[src/rtl/dsc_pkg.sv]
package dsc_pkg;

   typedef enum logic [1:0] {
      CH_OFF  = 2'd0,
      CH_ON   = 2'd1,
      CH_SSD  = 2'd2,
      CH_HOLD = 2'd3
   } ch_state_e;

   function automatic int cnt_bits(input int max_val);
      return (max_val < 1) ? 1 : $clog2(max_val + 1);
   endfunction

endpackage

[src/rtl/dsc_window_timer.sv]
module dsc_window_timer #(
   parameter int CYC = 4
) (
   input  logic clk,
   input  logic rst_n,
   input  logic run,
   output logic done
);
   localparam int W = dsc_pkg::cnt_bits(CYC);
   localparam logic [W-1:0] LIMIT = W'(CYC);

   logic [W-1:0] cnt;

   always_ff @(posedge clk) begin
      if (!rst_n || !run)
         cnt <= '0;
      else if (cnt != LIMIT)
         cnt <= cnt + 1'b1;
   end

   assign done = (cnt == LIMIT);
endmodule

[src/rtl/dsc_glitch_filter.sv]
module dsc_glitch_filter #(
   parameter int FILT_CYC = 3
) (
   input  logic clk,
   input  logic rst_n,
   input  logic sense,
   output logic confirm
);
   generate
      if (FILT_CYC == 1) begin : g_direct
         assign confirm = sense;
      end else begin : g_count
         localparam int W = dsc_pkg::cnt_bits(FILT_CYC - 1);
         localparam logic [W-1:0] LAST = W'(FILT_CYC - 1);
         logic [W-1:0] run_len;

         always_ff @(posedge clk) begin
            if (!rst_n || !sense)
               run_len <= '0;
            else if (run_len != LAST)
               run_len <= run_len + 1'b1;
         end

         assign confirm = sense && (run_len == LAST);
      end
   endgenerate
endmodule

[src/rtl/dsc_oneshot.sv]
module dsc_oneshot #(
   parameter int LEN = 2
) (
   input  logic clk,
   input  logic rst_n,
   input  logic fire,
   input  logic keep,
   output logic pulse
);
   localparam int W = dsc_pkg::cnt_bits(LEN);
   localparam logic [W-1:0] LOAD = W'(LEN);

   logic [W-1:0] left;

   always_ff @(posedge clk) begin
      if (!rst_n)
         left <= '0;
      else if (fire)
         left <= LOAD;
      else if (!keep)
         left <= '0;
      else if (left != '0)
         left <= left - 1'b1;
   end

   assign pulse = (left != '0);
endmodule

[src/rtl/dsat_ssd_chan.sv]
module dsat_ssd_chan #(
   parameter int BLANK_CYC = 150,
   parameter int FILT_CYC  = 50,
   parameter int SSD_CYC   = 480,
   parameter int BOOST_CYC = 10
) (
   input  logic clk,
   input  logic rst_n,
   input  logic cmd_on,
   input  logic desat_in,
   input  logic force_off,
   output logic src_en,
   output logic snk_en,
   output logic ssd_en,
   output logic boost_en,
   output logic ssd_active,
   output logic ssd_done
);
   import dsc_pkg::*;

   generate
      if (BLANK_CYC < 1) begin : g_bad_blank
         $error("BLANK_CYC must be at least 1");
      end
      if (FILT_CYC < 1) begin : g_bad_filt
         $error("FILT_CYC must be at least 1");
      end
      if (SSD_CYC < 2) begin : g_bad_ssd
         $error("SSD_CYC must be at least 2");
      end
      if (BOOST_CYC < 1) begin : g_bad_boost
         $error("BOOST_CYC must be at least 1");
      end
   endgenerate

   ch_state_e state, nxt;
   logic      blank_over;
   logic      sense;
   logic      confirm;
   logic      ssd_last;
   logic      force_q;
   logic      done_q;
   logic      boost_pulse;

   // blanking window: restarts every time the channel enters the on state
   dsc_window_timer #(.CYC(BLANK_CYC)) u_blank (
      .clk  (clk),
      .rst_n(rst_n),
      .run  (state == CH_ON),
      .done (blank_over)
   );

   // sensing only while on, commanded on and past blanking
   assign sense = (state == CH_ON) && cmd_on && desat_in && blank_over;

   dsc_glitch_filter #(.FILT_CYC(FILT_CYC)) u_filt (
      .clk    (clk),
      .rst_n  (rst_n),
      .sense  (sense),
      .confirm(confirm)
   );

   // soft-shutdown length: last cycle flagged after SSD_CYC-1 counts
   dsc_window_timer #(.CYC(SSD_CYC - 1)) u_ssd_len (
      .clk  (clk),
      .rst_n(rst_n),
      .run  (state == CH_SSD),
      .done (ssd_last)
   );

   always_comb begin
      nxt = state;
      unique case (state)
         CH_OFF: begin
            if (cmd_on && !force_off)
               nxt = CH_ON;
         end
         CH_ON: begin
            if (confirm)
               nxt = CH_SSD;
            else if (!cmd_on || force_off)
               nxt = CH_OFF;
         end
         CH_SSD: begin
            if (ssd_last)
               nxt = CH_HOLD;
         end
         CH_HOLD: begin
            if (force_q && !force_off)
               nxt = CH_OFF;
         end
         default: nxt = CH_OFF;
      endcase
   end

   always_ff @(posedge clk) begin
      if (!rst_n) begin
         state   <= CH_OFF;
         force_q <= 1'b0;
         done_q  <= 1'b0;
      end else begin
         state   <= nxt;
         force_q <= force_off;
         done_q  <= (state == CH_SSD) && ssd_last;
      end
   end

   dsc_oneshot #(.LEN(BOOST_CYC)) u_boost (
      .clk  (clk),
      .rst_n(rst_n),
      .fire ((nxt == CH_ON) && (state != CH_ON)),
      .keep (nxt == CH_ON),
      .pulse(boost_pulse)
   );

   assign src_en     = (state == CH_ON);
   assign snk_en     = (state == CH_OFF) || (state == CH_HOLD);
   assign ssd_en     = (state == CH_SSD);
   assign ssd_active = (state == CH_SSD);
   assign boost_en   = boost_pulse;
   assign ssd_done   = done_q;
endmodule

[config.mk]
export PLATFORM = sky130hd
export DESIGN_NAME = dsat_ssd_chan
export DESIGN_NICKNAME = d
export VERILOG_FILES = /design/src/rtl/dsc_pkg.sv /design/src/rtl/dsc_window_timer.sv /design/src/rtl/dsc_glitch_filter.sv /design/src/rtl/dsc_oneshot.sv /design/src/rtl/dsat_ssd_chan.sv
export SDC_FILE = /design/constraint.sdc
export NUM_CORES = 1
export LEC_CHECK = 0
export BUFFER_PORTS_ARGS = -buffer_cell sky130_fd_sc_hd__buf_4
export CAP_MARGIN = 20
export CELL_PAD_IN_SITES_DETAIL_PLACEMENT = 1
export CELL_PAD_IN_SITES_GLOBAL_PLACEMENT = 1
export CORE_MARGIN = 2
export CORE_UTILIZATION = 40
export CTS_CLUSTER_DIAMETER = 150
export DETAILED_ROUTE_END_ITERATION = 8
export PLACE_DENSITY = 0.71
export SETUP_SLACK_MARGIN = 0.3
export SLEW_MARGIN = 20
export SYNTH_ARGS = -nofsm -noshare
export SYNTH_HDL_FRONTEND = slang
export SYNTH_HIERARCHICAL = 1
export SYNTH_SLANG_ARGS = --single-unit
[constraint.sdc]
create_clock -name clk -period 4.9 [get_ports clk]
set_input_delay 0.245 -clock clk [delete_from_list [all_inputs] [get_ports clk]]
set_output_delay 0.245 -clock clk [all_outputs]
set_load 0.1 [all_outputs]
=== After elaboration in Yosys (flattened, before gate mapping) ===
Cells that the tools add are included.
Widths: inputs -> output; s select.

* Flip-flop bits (word level): 31
* Input port bits: 5
* Output and inout port bits: 6
* Logic and storage cells: 57

* Equality and inequality tests: 12
* Reductions and logical operators: 22
* Mux-type cells: 9
* Bitwise gates (word level): 2
* Add/subtract/negate cells: 4

{| class="wikitable"
|+ Operator list
! cell !! number
|-
| $mux 4 || 3
|-
| $mux 2 || 5
|-
| $add 9x1->9 const B || 1
|-
| $eq 9x9->1 const B || 1
|-
| $ne 9x9->1 const B || 1
|-
| $add 8x1->8 const B || 1
|-
| $eq 8x8->1 const B || 1
|-
| $logic_and 1x1->1 || 8
|-
| $ne 8x8->1 const B || 1
|-
| $pmux 2 s4 || 1
|-
| $add 6x1->6 const B || 1
|-
| $eq 6x6->1 const B || 1
|-
| $logic_not 1->1 || 6
|-
| $ne 6x6->1 const B || 1
|-
| $logic_or 1x1->1 || 5
|-
| $eq 2x1->1 const B || 2
|-
| $eq 2x2->1 const B || 2
|-
| $reduce_bool 4->1 || 1
|-
| $sub 4x1->4 const B || 1
|-
| $ne 3x2->1 const B || 1
|-
| $reduce_or 3->1 || 1
|-
| $logic_not 2->1 || 1
|-
| $ne 2x1->1 const B || 1
|-
| $not 1->1 || 2
|}

=== Depth between registers and ports, before layout ===
Gate-level depths: netlist of run 1.

* Word-level depth: 10
* Gate-level depth with buffers: 13
* Mapped depth without buffers: 13

=== Hierarchy ===
The synthesis of run 1 kept the hierarchy.

{| class="wikitable"
|+ Modules (own cells, without submodules)
! module !! area each (sq um) !! sequential area each (sq um) !! cells each !! instances
|-
| dsc_window_timer (u_ssd_len) || 437.9 || 180.2 || 51 || 1
|-
| dsc_window_timer (u_blank) || 387.9 || 160.2 || 42 || 1
|-
| dsat_ssd_chan || 316.6 || 80.1 || 34 || 1
|-
| dsc_glitch_filter || 299.0 || 120.1 || 30 || 1
|-
| dsc_oneshot || 166.4 || 80.1 || 21 || 1
|}

=== Worst setup path after synthesis of run 1 ===
OpenSTA, ideal clock, no wires.

* Kind: reg-to-reg
* Start: register state[1]
* End: register u_boost.left[0]
* Slack: 2.162 ns
* Clock period less this slack: 2.738 ns
* Arrival time: 2.660 ns
* Data required time: 4.822 ns
* Stages on the path, launching flop included: 11
* Path buffers: 0
* Library setup time: 0.078 ns
* Cells stage by stage: dfxtp_1 > inv_1 > ha_1 > and4_1 > and3_2 > nand4bb_1 > o211ai_1 > a21oi_1 > nor3_2 > nand3b_1 > nor3_1

* Word-level cells in the longest chain between the ends: 10
* Elaborated cells between the ends (all ways): 19
* Classes of those cells: eq/ne (5); mux (6); bitwise (1); reduce/logical (7)

{| class="wikitable"
|+ RTL lines
! element !! RTL line !! source
|-
| start: declaration || dsat_ssd_chan.sv:36 || <nowiki>ch_state_e state, nxt;</nowiki>
|-
| start signal: assignment || dsat_ssd_chan.sv:102 || <nowiki>state <= nxt;</nowiki>
|-
| $eq 2x1->1 * || - ||
|-
| via src_en || dsat_ssd_chan.sv:12 || <nowiki>output logic src_en,</nowiki>
|-
| $logic_and 1x1->1 * (3 in series) || dsat_ssd_chan.sv:54 || <nowiki>assign sense = (state == CH_ON) && cmd_on && desat_in && blank_over;</nowiki>
|-
| via sense || dsat_ssd_chan.sv:38 || <nowiki>logic sense;</nowiki>
|-
| $logic_and 1x1->1 * || dsc_glitch_filter.sv:24 || <nowiki>assign confirm = sense && (run_len == LAST);</nowiki>
|-
| via confirm || dsat_ssd_chan.sv:39 || <nowiki>logic confirm;</nowiki>
|-
| $mux 2 * || dsat_ssd_chan.sv:79 || <nowiki>if (confirm)</nowiki>
|-
| $pmux 2 s4 * || dsat_ssd_chan.sv:73 || <nowiki>unique case (state)</nowiki>
|-
| $eq 2x1->1 * || dsat_ssd_chan.sv:111, dsat_ssd_chan.sv:112 ||
|-
| $logic_and 1x1->1 / $not 1->1 (equally long branches) || - ||
|-
| $reduce_or 3->1 (no source line) * || - ||
|-
| end signal: assignment || dsc_oneshot.sv:23 || <nowiki>left <= left - 1'b1;</nowiki>
|-
| end: declaration || dsc_oneshot.sv:13 || <nowiki>logic [W-1:0] left;</nowiki>
|}

The timed path passes the listed nets; every way through them passes the cells marked *.
A chain may end at the register's enable or synchronous reset.

=== Worst setup path in the final report of run 1 ===
* Start: register u_blank.cnt[0]
* End: register u_boost.left[0]

* Word-level cells in the longest chain between the ends: 8
* Elaborated cells between the ends (all ways): 9
* Classes of those cells: eq/ne (2); mux (2); bitwise (1); reduce/logical (4)

{| class="wikitable"
|+ RTL lines
! element !! RTL line !! source
|-
| start: declaration || dsc_window_timer.sv:12 || <nowiki>logic [W-1:0] cnt;</nowiki>
|-
| start signal: assignment || dsc_window_timer.sv:18 || <nowiki>cnt <= cnt + 1'b1;</nowiki>
|-
| $eq 8x8->1 * || dsc_window_timer.sv:21 || <nowiki>assign done = (cnt == LIMIT);</nowiki>
|-
| via blank_over || dsat_ssd_chan.sv:37 || <nowiki>logic blank_over;</nowiki>
|-
| $logic_and 1x1->1 * || dsat_ssd_chan.sv:54 ||
|-
| via sense || dsat_ssd_chan.sv:38 ||
|-
| $logic_and 1x1->1 * || dsc_glitch_filter.sv:24 ||
|-
| via confirm || dsat_ssd_chan.sv:39 ||
|-
| $mux 2 * || dsat_ssd_chan.sv:79 ||
|-
| $pmux 2 s4 * || dsat_ssd_chan.sv:73 ||
|-
| $eq 2x1->1 * || dsat_ssd_chan.sv:111, dsat_ssd_chan.sv:112 ||
|-
| $logic_and 1x1->1 / $not 1->1 (equally long branches) || - ||
|-
| $reduce_or 3->1 (no source line) * || - ||
|}

Marks and branches as above.

==> flow_summary_export.csv, run 1 <==
group,metric,value,unit
cts,ctsHoldBuffers,0,
logic_synthesis,ys_top_cells_by_area,"dfxtp_1 (39%), ha_1 (7.0%), a21oi_1 (4.7%)",
global_routing,gr-total-overflow,0,
floorplan,io_pins,11,
logic_synthesis,ys_seq_area_share,38.6,%
cts,htree_levels,2,
logic_synthesis,syn_area,1610,um2
critical_path,crit_arrival,2.91,ns
hold_path,hp-start,"force_off",
logic_synthesis,syn_inst,178,
detailed_routing,drt-initial-drc-count,62,
floorplan,die-height,67.4,um
global_routing,antenna_found_initial,0,
finish,mostFrequentLayoutCells,"dfxtp_1 (31), a21oi_1 (15), nand2_1 (14)",
critical_path,startpoint_type,"flop",
detailed_routing,routed_wl,3730,um
logic_synthesis,synth_top_area_share,38.6,%
cts,clkTransAtPathRegs,0.07,ns
place,dp_hpwl,2720,um
finish,layout_commonest_cell,"dfxtp_1",
critical_path,slowest_delay,0.42,ns
detailed_routing,num_vias,1366,
cts,cts-root-buf,"clkbuf_8",
detailed_routing,wl_met2,1810,um
hold_path,hold_path_end,"force_q",
cts,post_cts_buffers,0,
critical_path,reg2reg_slack,2.19,ns
cts,cts_tree,"yes",
timing,period_share,55.4,%
place,io_buffers,10,
finish,final_util,46.0,%
floorplan,fp-row-count,23,
global_routing,grt_max_degree,13,
detailed_routing,wl_met1,1720,um
global_routing,grtUsageTotal,18.7,%
logic_synthesis,yosys.area.top_type,"dfxtp_1",
logic_synthesis,avgSynthCellArea,9.03,um2
place,place_ws,2.22,ns
cts,cts_resized,0,
timing,holdWs,0.216,ns
run,maxCapViolCount,0,
power_and_ir_drop,p_leak,0.660,nW
critical_path,reg2reg_from,"u_blank/cnt[0]",
timing,worstMarginPinSlew,0.354,ns
floorplan,start_util,40.8,%
place,placedCellCount,236,
critical_path,crit_top_cell,"inv_1",
critical_path,r2r_end,"u_boost/left[0]",
detailed_routing,drt-wirelength-per-cell,15.3,um
detailed_routing,avgViaCountPerCell,5.60,
critical_path,worst-setup-path-type,"reg -> reg",
floorplan,core_area,3940,um2
logic_synthesis,synth.distinct_cells,52,
detailed_routing,wl_met3,106,um
cts,clk_latency,0.28,ns
detailed_routing,dr.pass1.iters,4,
timing,finalHoldViolCount,0,
detailed_routing,highest_layer,"met4",
hold_path,hp-class,"in -> reg",
logic_synthesis,synth_seq_cells,31,
cts,clock_path_buffers,2,
critical_path,path_cells,"inv_1 -> ha_1 -> nand4bb_2 -> or3_4 -> inv_1 -> and4_1 -> and3_2 -> nand4bb_1 -> o211ai_1 -> a21oi_1 -> nor3_2 -> nand3b_1 -> nor3_1",
timing,slew_viol_final,0,
finish,fin_cells,244,
logic_synthesis,ys_warn_count,6,
critical_path,crit_fanout,5,
floorplan,die_area,4540,um2
power_and_ir_drop,ir_drop,0.133,mV
status,status,"completed",
place,gp_congestion,0.768,
logic_synthesis,synthArstFlopShare,0,%
timing,final.setup.tns,0,ns
logic_synthesis,ys.flop_type,"dfxtp_1",
logic_synthesis,synth_edf_count,0,
critical_path,crit_buf_inv,2,
timing,setup_viol_count_final,0,
finish,areaGrowthSynthToFinish,12.8,%
floorplan,die_w,67.4,um
finish,nets,207,
finish,drive_gt1_share,17.5,%
global_routing,grt_pass1_vias,1394,
timing,fmax,369,MHz
critical_path,cpMaxStageDelayCell,"or3_4",
global_routing,grt_first_pass_wirelength,6320,um
logic_synthesis,synth_nets,192,
detailed_routing,drt_drc_violations_left,0,
timing,rsz0062_at_grt,"no",
cts,numCtsBuffers,5,
timing,clock_skew,0.00606,ns
cts,numClockSinks,31,
critical_path,crit_family,"simple AND/OR/NAND/NOR gates",
timing,fin_ws,2.19,ns
critical_path,reg2reg_depth,13,
timing,period_needed,2.71,ns
critical_path,worstPathRequired,5.10,ns
power_and_ir_drop,p_per_area,279,nW/um2
critical_path,end_kind,"flop",
hold_path,min_delay_path_depth,2,
detailed_routing,ant_nets,0,
finish,diodes,0,
timing,max-slew-margin-rel,76.4,%
## flip-flops by register name, summed over array words and instances (netlist names)
register	cells
force_q	1
u_boost/left	4
u_filt/g_count.run_len	6
u_blank/cnt	8
u_ssd_len/cnt	9
state	2
ssd_done	1
## metal layers
layer	global-route usage, %	vias to the layer above
met5	0	-
li1	-	686
met2	31.1	23
met3	4.83	13
met4	9.69	0
met1	22.1	644
## cell type report
cell class                      instances  area (um2)
Fill cell                             465        2130
Clock buffer                            7        76.3
Tap cell                               50        62.6
Inverter                                8        30.0
Sequential cell                        31         621
Multi-Input combinational cell        137         945
Timing Repair Buffer                   10        75.1
Clock inverter                          1        5.00
## cell usage after synthesis, drive strengths merged, types with 3 or more instances
master and count:
nand4 3, nor2 6, ha 9, o21ai 14, and2 4, a211oi 3, inv 8, nor4 3
nand2 14, and3 4, dfxtp 31, a21oi 15, nor3 10, nand3 9, a31oi 3, or3 7
xor2 4
## metrics by stage
stage	power (W)	instance area, um2
finish	0.000506	1810
global route	0.000528	1810
CTS	0.000511	1810
detailed placement	0.000318	1730
global placement	0.000316	1730
floorplan	0.000304	1610
## worst max-delay path by stage
stage	cells after the start	startpoint	endpoint	slack, ns
floorplan	10	state[1]	u_boost/left[0]	2.16
global placement	13	u_blank/cnt[0]	u_boost/left[0]	2.40
detailed placement	13	u_blank/cnt[0]	u_boost/left[0]	2.22
CTS	13	u_blank/cnt[0]	u_boost/left[0]	2.22
global route	13	u_blank/cnt[0]	u_boost/left[0]	1.95
finish	13	u_blank/cnt[0]	u_boost/left[0]	2.19
## worst register-to-register path: cells and delay by family (launching register included)
family	cells	cell delay [ns]
AO/OA/AOI/OAI	2	0.34
buffers and inverters	2	0.18
adder cells (fa/ha/maj)	1	0.16
AND/OR/NAND/NOR	8	1.61
flip-flops	1	0.35
## report_power, final
group	total (W)	switching, W	internal (W)
logic	0.0000523	0.0000366	0.0000157
clock network	0.000193	0.0000939	0.0000995
registers	0.000260	0.00000451	0.000255
total	0.000506	0.000135	0.000371
## cells by family after synthesis
group           Yosys count  share of synthesized area, %
mux                       1                         0.623
xor+xnor                  6                          3.27
compound gates           47                          18.8
buf+inv                  10                          2.65
fa+ha+maj                 9                          7.00
flops                    31                          38.6
simple gates             74                          29.0
Note: power is estimated with default switching activity, not from simulation.
==> run 2: changes to the inputs <==
clock period = 2.61 ns   (was 4.9 ns; I/O delays follow)
==> run 2 against run 1 <==
  * Sequential power grew 87%
  * Maximum frequency grew 15%
  * Largest power group unchanged
  * Sequential share of layout area shrank 2.0 points
==> flow_summary_export.csv, run 2 (synthesized netlist as in run 1, its figures left out) <==
group,metric,value,unit
status,status,"completed",
detailed_routing,avgViaCountPerCell,5.59,
timing,fmax,423,MHz
cts,cts-root-buf,"clkbuf_8",
finish,areaGrowthSynthToFinish,20.8,%
global_routing,gr-total-overflow,0,
detailed_routing,num_vias,1409,
finish,largest_reg_flops,9,
finish,diodes,0,
cts,htree_levels,2,
finish,fill_cells,452,
critical_path,reg2reg_depth,13,
place,dp_hpwl,2690,um
critical_path,r2r_end,"u_boost/left[2]",
timing,rsz0062_at_grt,"yes",
power_and_ir_drop,ir_drop,0.230,mV
timing,final.setup.tns,0,ns
detailed_routing,routed_wl,3820,um
cts,clock_path_buffers,2,
cts,clkTransAtPathRegs,0.07,ns
cts,numCtsBuffers,5,
critical_path,worstPathRequired,2.82,ns
finish,mostFrequentLayoutCells,"dfxtp_1 (29), buf_4 (18), nand2_1 (14), a21oi_1 (14), o21ai_0 (13)",
critical_path,crit_arrival,2.58,ns
floorplan,die_w,67.4,um
timing,max-slew-margin-rel,76.7,%
global_routing,antenna_found_initial,0,
cts,numClockSinks,31,
cts,cts_tree,"yes",
critical_path,worst-setup-path-type,"reg -> reg",
detailed_routing,dr.pass1.iters,4,
detailed_routing,drt-wirelength-per-cell,15.2,um
global_routing,grt_pass1_vias,1439,
power_and_ir_drop,p_leak,0.704,nW
finish,final_util,49.3,%
place,gp_congestion,0.793,
finish,fin_cells,252,
critical_path,reg2reg_from,"u_blank/cnt[0]",
place,placedCellCount,236,
hold_path,hold_path_end,"force_q",
finish,top_regs,"u_ssd_len/cnt: 9 flops, u_blank/cnt: 8 flops, u_filt/g_count.run_len: 6 flops",
critical_path,reg2reg_slack,0.24,ns
floorplan,die_area,4540,um2
finish,layout_commonest_cell,"dfxtp_1",
timing,finalHoldViolCount,0,
floorplan,start_util,40.8,%
hold_path,hp-start,"force_off",
floorplan,die-height,67.4,um
timing,setup_viol_count_final,0,
critical_path,crit_fanout,4,
timing,holdWs,0.0956,ns
critical_path,end_kind,"flop",
cts,ctsHoldBuffers,0,
timing,worstMarginPinSlew,0.348,ns
global_routing,grt_first_pass_wirelength,6340,um
place,place_area,1740,um2
detailed_routing,drt_drc_violations_left,0,
finish,regMostFlops,"u_ssd_len/cnt",
critical_path,startpoint_type,"flop",
finish,nets,215,
finish,drive_gt1_share,26.2,%
timing,slew_viol_final,0,
timing,period_share,90.6,%
hold_path,hp-class,"in -> reg",
global_routing,grtUsageTotal,18.8,%
floorplan,io_pins,11,
timing,period_needed,2.37,ns
floorplan,fp-row-count,23,
place,io_buffers,10,
finish,design_area,1940,um2
detailed_routing,ant_nets,0,
power_and_ir_drop,p_per_area,516,nW/um2
timing,clock_skew,0.00872,ns
hold_path,min_delay_path_depth,2,
detailed_routing,drt-initial-drc-count,77,
global_routing,grt_max_degree,13,
floorplan,core_area,3940,um2
cts,clk_latency,0.28,ns
run,maxCapViolCount,0,
## run 2: report_power, final
| part | switching (W) | total (W) | internal, W |
|---|---|---|---|
| clock | 0.000173 | 0.000413 | 0.000240 |
| combinational | 0.0000707 | 0.000102 | 0.0000316 |
| sequential | 0.00000790 | 0.000487 | 0.000479 |
## run 2: worst max path at each step
stage	end	startpoint	depth (start not counted)	slack (ns)
final	u_boost/left[2]	u_blank/cnt[0]	13	0.24
after global placement	u_boost/left[0]	u_blank/cnt[0]	13	0.24
after floorplan	u_boost/left[0]	u_blank/cnt[0]	13	0.30
after global routing	u_boost/left[2]	u_blank/cnt[0]	13	0.12
after CTS	u_boost/left[0]	u_blank/cnt[0]	13	0.20
after detailed placement	u_boost/left[0]	u_blank/cnt[0]	13	0.01
## run 2: per-layer routing
layer / up-vias / global-route usage (%) / share of wire [%]
met2: 14 / 31.9 / 52
met5: - / 0 / 0
met1: 682 / 20.1 / 43
met4: 0 / 11.0 / 1.7
met3: 6 / 6.50 / 2.8
li1: 707 / - / -
## run 2: through the flow
stage	power (W)	setup WS (ns)
2_1_floorplan	0.000571	0.301
3_3_place_gp	0.000594	0.236
3_5_place_dp	0.000598	0.0127
4_1_cts	0.00102	0.198
5_1_grt	0.00105	0.118
6_report	0.00100	0.245
## run 2: critical path: stages (launching register included)
cell       delay, ns
dfxtp_2         0.32
inv_2           0.06
ha_4            0.13
nand4bb_4       0.11
or3_4           0.36
inv_2           0.07
and4_4          0.22
and3_4          0.18
nand4bb_1       0.11
o211ai_1        0.11
a21oi_2         0.19
nor3_2          0.08
nand3b_1        0.21
a21oi_1         0.13
## run 2: area by class of cell
class | count | area (um2) | share of cell area [%]
tap | 50 | 62.6 | 3.22
inverter | 8 | 30.0 | 1.55
clock buffer | 8 | 100 | 5.15
multi-input combinational | 137 | 988 | 50.9
sequential | 31 | 626 | 32.2
timing repair buffer | 18 | 135 | 6.96
## run 2: repair_timing
action / CTS / global route
endpoints found under the setup margin: 4 / 4
gates resized for setup: 8 / 3
pin swaps: 7 / 3
buffers inserted: 6 / 2
